**src/rtl/tcc_pkg.sv**
```systemverilog
package tcc_pkg;
  typedef enum logic [1:0] {
    MODE_GPIN  = 2'b00,
    MODE_GPOUT = 2'b01,
    MODE_CAP   = 2'b10,
    MODE_CMP   = 2'b11
  } tcc_mode_e;

  localparam logic [2:0] ADDR_CTRL = 3'd0;
  localparam logic [2:0] ADDR_STAT = 3'd1;
  localparam logic [2:0] ADDR_CNT  = 3'd2;
  localparam logic [2:0] ADDR_DA   = 3'd3;
  localparam logic [2:0] ADDR_DB   = 3'd4;

  localparam int BIT_FLAG = 0;
  localparam int BIT_OVR  = 1;
  localparam int BIT_OVFL = 2;
  localparam int BIT_LVL  = 3;
  localparam int BIT_OUT  = 4;
endpackage

```
**src/rtl/tcc_edge_det.sv**
```systemverilog
module tcc_edge_det #(
  parameter int SYNC_STAGES = 2
) (
  input  logic clk,
  input  logic rst,
  input  logic pin,
  output logic lvl,
  output logic rise,
  output logic fall
);
  logic [SYNC_STAGES-1:0] sync_q;
  logic prev_q;

  generate
    if (SYNC_STAGES == 1) begin : g_one
      always_ff @(posedge clk) begin
        if (rst) sync_q <= '0;
        else     sync_q <= pin;
      end
    end else begin : g_chain
      always_ff @(posedge clk) begin
        if (rst) sync_q <= '0;
        else     sync_q <= {sync_q[SYNC_STAGES-2:0], pin};
      end
    end
  endgenerate

  always_ff @(posedge clk) begin
    if (rst) prev_q <= 1'b0;
    else     prev_q <= sync_q[SYNC_STAGES-1];
  end

  assign lvl  = sync_q[SYNC_STAGES-1];
  assign rise = lvl & ~prev_q;
  assign fall = ~lvl & prev_q;
endmodule

```
**src/rtl/tcc_counter.sv**
```systemverilog
module tcc_counter #(
  parameter int W = 16
) (
  input  logic         clk,
  input  logic         rst,
  input  logic         en,
  input  logic         load,
  input  logic [W-1:0] load_val,
  output logic [W-1:0] cnt,
  output logic         wrap
);
  localparam logic [W-1:0] CNT_MAX = '1;

  always_ff @(posedge clk) begin
    if (rst)       cnt <= '0;
    else if (load) cnt <= load_val;
    else if (en)   cnt <= cnt + 1'b1;
  end

  assign wrap = en && !load && (cnt == CNT_MAX);
endmodule

```
**src/rtl/tcc_status.sv**
```systemverilog
module tcc_status (
  input  logic       clk,
  input  logic       rst,
  input  logic       evt,
  input  logic       ovf_evt,
  input  logic [2:0] clr,
  output logic       flag,
  output logic       ovr,
  output logic       ovfl
);
  always_ff @(posedge clk) begin
    if (rst) begin
      flag <= 1'b0;
      ovr  <= 1'b0;
      ovfl <= 1'b0;
    end else begin
      flag <= evt | (flag & ~clr[0]);
      ovr  <= (evt & flag) | (ovr & ~clr[1]);
      ovfl <= ovf_evt | (ovfl & ~clr[2]);
    end
  end
endmodule

```
**src/rtl/tcc_channel.sv**
```systemverilog
module tcc_channel
  import tcc_pkg::*;
#(
  parameter int CNT_W       = 16,
  parameter int SYNC_STAGES = 2
) (
  input  logic             clk,
  input  logic             rst,
  input  logic             in_pin,
  input  logic [2:0]       addr,
  input  logic             wr_en,
  input  logic [CNT_W-1:0] wdata,
  output logic [CNT_W-1:0] rdata,
  output logic             out_pin,
  output logic             flag_o
);
  tcc_mode_e        mode_q;
  logic             sel_q, pol_q;
  logic [CNT_W-1:0] da_q, db_q, cnt;
  logic             lvl, rise, fall, wrap;
  logic             flag_q, ovr_q, ovfl_q;
  logic             cnt_en, cnt_load, edge_hit;
  logic             gpin_evt, cap_evt, cmp_match, chan_evt;
  logic [2:0]       clr_mask;
  logic             wr_ctrl, wr_da, wr_db;

  tcc_edge_det #(.SYNC_STAGES(SYNC_STAGES)) u_edge (
    .clk(clk), .rst(rst), .pin(in_pin), .lvl(lvl), .rise(rise), .fall(fall)
  );

  assign cnt_en   = (mode_q == MODE_CAP) || (mode_q == MODE_CMP);
  assign cnt_load = wr_en && (addr == ADDR_CNT);

  tcc_counter #(.W(CNT_W)) u_cnt (
    .clk(clk), .rst(rst), .en(cnt_en), .load(cnt_load), .load_val(wdata),
    .cnt(cnt), .wrap(wrap)
  );

  assign edge_hit  = sel_q ? (rise | fall) : (pol_q ? rise : fall);
  assign gpin_evt  = (mode_q == MODE_GPIN) && !sel_q && (pol_q ? rise : fall);
  assign cap_evt   = (mode_q == MODE_CAP) && edge_hit;
  assign cmp_match = (mode_q == MODE_CMP) && (cnt == da_q);
  assign chan_evt  = gpin_evt | cap_evt | cmp_match;

  assign clr_mask = (wr_en && (addr == ADDR_STAT)) ? wdata[2:0] : 3'b000;

  tcc_status u_stat (
    .clk(clk), .rst(rst), .evt(chan_evt), .ovf_evt(wrap), .clr(clr_mask),
    .flag(flag_q), .ovr(ovr_q), .ovfl(ovfl_q)
  );

  assign wr_ctrl = wr_en && (addr == ADDR_CTRL);
  assign wr_da   = wr_en && (addr == ADDR_DA);
  assign wr_db   = wr_en && (addr == ADDR_DB);

  always_ff @(posedge clk) begin
    if (rst) begin
      mode_q <= MODE_GPIN;
      sel_q  <= 1'b0;
      pol_q  <= 1'b0;
    end else if (wr_ctrl) begin
      mode_q <= tcc_mode_e'(wdata[1:0]);
      sel_q  <= wdata[2];
      pol_q  <= wdata[3];
    end
  end

  always_ff @(posedge clk) begin
    if (rst) begin
      da_q <= '0;
      db_q <= '0;
    end else begin
      if (cap_evt)    da_q <= cnt;
      else if (wr_da) da_q <= wdata;
      if (wr_db)      db_q <= wdata;
    end
  end

  always_ff @(posedge clk) begin
    if (rst) begin
      out_pin <= 1'b0;
    end else if (mode_q == MODE_GPOUT) begin
      out_pin <= pol_q;
    end else if (cmp_match) begin
      out_pin <= sel_q ? ~out_pin : pol_q;
    end
  end

  logic [CNT_W-1:0] rd_mux;
  always_comb begin
    rd_mux = '0;
    case (addr)
      ADDR_CTRL: begin
        rd_mux[1:0] = mode_q;
        rd_mux[2]   = sel_q;
        rd_mux[3]   = pol_q;
      end
      ADDR_STAT: begin
        rd_mux[BIT_FLAG] = flag_q;
        rd_mux[BIT_OVR]  = ovr_q;
        rd_mux[BIT_OVFL] = ovfl_q;
        rd_mux[BIT_LVL]  = lvl;
        rd_mux[BIT_OUT]  = out_pin;
      end
      ADDR_CNT: rd_mux = cnt;
      ADDR_DA:  rd_mux = da_q;
      ADDR_DB:  rd_mux = db_q;
      default:  rd_mux = '0;
    endcase
  end

  always_ff @(posedge clk) begin
    if (rst) rdata <= '0;
    else     rdata <= rd_mux;
  end

  assign flag_o = flag_q;
endmodule

```
**config.mk**
```make
export PLATFORM = sky130hd
export DESIGN_NAME = tcc_channel
export DESIGN_NICKNAME = d
export VERILOG_FILES = /design/src/rtl/tcc_pkg.sv /design/src/rtl/tcc_edge_det.sv /design/src/rtl/tcc_counter.sv /design/src/rtl/tcc_status.sv /design/src/rtl/tcc_channel.sv
export SDC_FILE = /design/constraint.sdc
export NUM_CORES = 1
export LEC_CHECK = 0
export ABC_AREA = 1
export CORE_MARGIN = 2
export CORE_UTILIZATION = 45
export DETAILED_ROUTE_END_ITERATION = 12
export GPL_TIMING_DRIVEN = 0
export PLACE_DENSITY = 0.72
export SLEW_MARGIN = 10
export SYNTH_ARGS = -nofsm -noshare
export SYNTH_HDL_FRONTEND = slang
export SYNTH_SLANG_ARGS = --single-unit
```
**constraint.sdc**
```tcl
create_clock -name clk -period 3.04 [get_ports clk]
set_clock_uncertainty 0.05 [all_clocks]
set_input_delay 0.608 -clock clk [delete_from_list [all_inputs] [get_ports clk]]
set_output_delay 0.608 -clock clk [all_outputs]
set_load 0.01 [all_outputs]
```
==> key figures <==
Clock network
  • H-tree depth: 3
  • Setup bufs post-CTS: 0
  • Post-CTS sizing: 0
  • Root buf cell: clkbuf_8
  • Clock sinks: 75
  • CTS tree: yes
  • CTS max path bufs: 2
  • Clk_lat worst skew: 360 ps
  • Worst-path clk slew: 90 ps
  • Cts hold-fix bufs: 0
  • CTS buffer count: 9

Global routing
  • Total gr overflow: 0
  • Largest net degree at the start of global routing: 14
  • Initial antenna violation count: 0
  • Global-route wire length before repair: 18.6 mm
  • Tot GR Track Use: 0.269
  • Vias in the first global route: 3800

Placement
  • DP Wirelength: 8.87 mm
  • IO buf count: 38
  • Setup Slack @ Placement: 450 ps
  • GP Congestion: 0.950

Synthesis
  • Mapped Area: 0.00383 mm^2
  • Syn_area_per_cell: 6.80 um^2
  • Top cell type by total area after synthesis: dfxtp_1
  • Yosys reg bits: 75
  • Cells after synthesis: 564
  • Post-synth top area share: 0.392
  • Post-synthesis cell type count: 30
  • Largest cells by area after synthesis: dfxtp_1, nand2_1, inv_1
  • Ys Warns: 0
  • Mapped Nets: 590
  • Sequential element share of the synthesized area: 0.392

Routing
  • Drt drc: 0
  • Wire length per cell: 16.5 um
  • DRT antenna net count: 0
  • Vias/cell: 5.58
  • DRT iter0 DRCs: 249
  • WL final: 11.9 mm
  • TritonRoute pass-1 iters: 5
  • Via count: 4033

Finish
  • Synthesis-to-finish area growth: 19.0%
  • Final core occ: 0.553
  • Nets: 639
  • Most frequent cells in the layout: nand2_1, dfxtp_1, inv_1
  • Antenna cells: 0
  • Commonest non-fill, non-tap cell in the layout: nand2_1
  • Share of cells above drive strength 1: 0.0728

Min path
  • Hold Crit Depth: 2
  • Worst Hold Class: register to register

Critical path
  • RR Endpoint: da_q[12]$_SDFFE_PP0P_
  • CP Capture Type: register
  • Critical Path Source Type: input port
  • Worst setup path startpoint: addr[0]
  • Worst path required time: 3200 ps
  • Crit path DAT: 2430 ps
  • Highest net fanout along the worst path: 10
  • R2r startpoint: u_edge.sync_q[1]$_SDFF_PP0_
  • Critical Path End: u_stat.ovfl$_SDFF_PP0_
  • Worst R2R Path Depth: 8
  • Critical setup path kind: input port to register
  • Worst R2R Setup Slack: 1000 ps

Timing
  • Fin worst setup slack: 779 ps
  • Fmax: 0.442 GHz
  • Setup violators final: 0
  • Hold Violations, Final: 0
  • Tcrit/Tclk final: 0.744
  • Crit path time final: 2260 ps
  • Worst hold margin: 337 ps
  • RSZ-0062 raised after global routing: no
  • Worst-Margin Slew: 647 ps
  • Relative slew slack: 0.569
  • Setup_tns: 0 ps
  • Fin. max-slew vios: 0

Run
  • Max-Cap Viols: 0

Power
  • P per Cell Area: 462 mW/mm^2
  • Tot Pwr: 2.11 mW
  • Worst vdd ir: 0.255 mV
  • Leak pwr: 1.75 nW

Floorplan
  • Die H: 96.3 um
  • Die width: 96.3 um
  • Rows: 33
  • Core box area: 0.00826 mm^2
  • Initial core utilization: 0.464
  • Die ar.: 0.00927 mm^2
  • Ports: 41

Run status
  • Outcome: completed
[per-layer routing]
metal | share of wire | wire [um] | up-vias | track usage
met2 | 0.48 | 5660 | 181 | 0.454
met1 | 0.41 | 4930 | 1860 | 0.334
met5 | 0 | 0 | - | 0
met3 | 0.078 | 925 | 40 | 0.0587
li1 | - | - | 1952 | -
met4 | 0.032 | 380 | 0 | 0.106
[state kept, by name, indices dropped and copies added (netlist names)]
| register | flops |
|---|---|
| rdata | 16 |
| u_edge.prev_q | 1 |
| da_q | 16 |
| pol_q | 1 |
| u_stat.ovr | 1 |
| u_stat.ovfl | 1 |
| u_cnt.cnt | 16 |
| u_stat.flag | 1 |
| out_pin | 1 |
| db_q | 16 |
| u_edge.sync_q | 2 |
| sel_q | 1 |
| mode_q | 2 |
[Yosys cell counts (all sizes together)]
library cell / n
inv: 71
dfxtp: 75
a31oi: 23
o22ai: 18
a21oi: 40
buf: 16
xnor2: 2
nor2: 64
nand4: 4
ha: 3
nand3: 29
nand2: 123
clkbuf: 14
nor3: 21
o21ai: 41
a221oi: 5
xor2: 9
a211oi: 4
clkinv: 1
or2: 1
[stage by stage]
step | cell area, um^2 | instances
after CTS | 4560 | 723
after floorplan | 3830 | 564
after global placement | 4350 | 707
after global routing | 4560 | 723
final | 4560 | 723
after detailed placement | 4350 | 707
[where the power goes]
group / internal [mW] / switching, mW / total (mW)
Clock: 0.464 / 0.394 / 0.858
Combinational: 0.0805 / 0.148 / 0.228
Sequential: 1.01 / 0.0173 / 1.02
[worst max-delay path: stages]
cell and delay (ps):
clkdlybuf4s50_1 540, nor3_4 530, nand2_4 190, nand2_2 200, inv_2 140, nand3_1 150
a21oi_1 70
[final cells by class]
cell class	instances	area (um^2)
fill	833	3690
multi-input combinational	387	1910
sequential	75	1500
timing repair buffer	38	380
inverter	72	272
buffer	30	148
tap	105	131
clock buffer	10	128
clock inverter	6	90.1
[cell families (layout without fill, tap and decap cells)]
kind of cell / after synthesis / after routing / share of synthesized area
AOI/OAI and AO/OA: 131 / 131 / 0.192
and+or+nand+nor: 242 / 242 / 0.272
buffers and inverters: 102 / 156 / 0.109
DFF: 75 / 75 / 0.392
adders and majority gates: 3 / 3 / 0.00979
xor gates and xnor gates: 11 / 11 / 0.0251
[how the worst min path moves through the flow]
stage | startpoint | end | slack, ps
6_report | u_edge.sync_q[0]$_SDFF_PP0_ | u_edge.sync_q[1]$_SDFF_PP0_ | 340
5_1_grt | u_edge.sync_q[0]$_SDFF_PP0_ | u_edge.sync_q[1]$_SDFF_PP0_ | 360
4_1_cts | u_edge.sync_q[0]$_SDFF_PP0_ | u_edge.sync_q[1]$_SDFF_PP0_ | 340
3_5_place_dp | u_edge.sync_q[0]$_SDFF_PP0_ | u_edge.sync_q[1]$_SDFF_PP0_ | 350
3_3_place_gp | u_edge.sync_q[0]$_SDFF_PP0_ | u_edge.sync_q[1]$_SDFF_PP0_ | 340
2_1_floorplan | u_edge.sync_q[0]$_SDFF_PP0_ | u_edge.sync_q[1]$_SDFF_PP0_ | 340
Note: power is estimated with default switching activity, not from simulation.
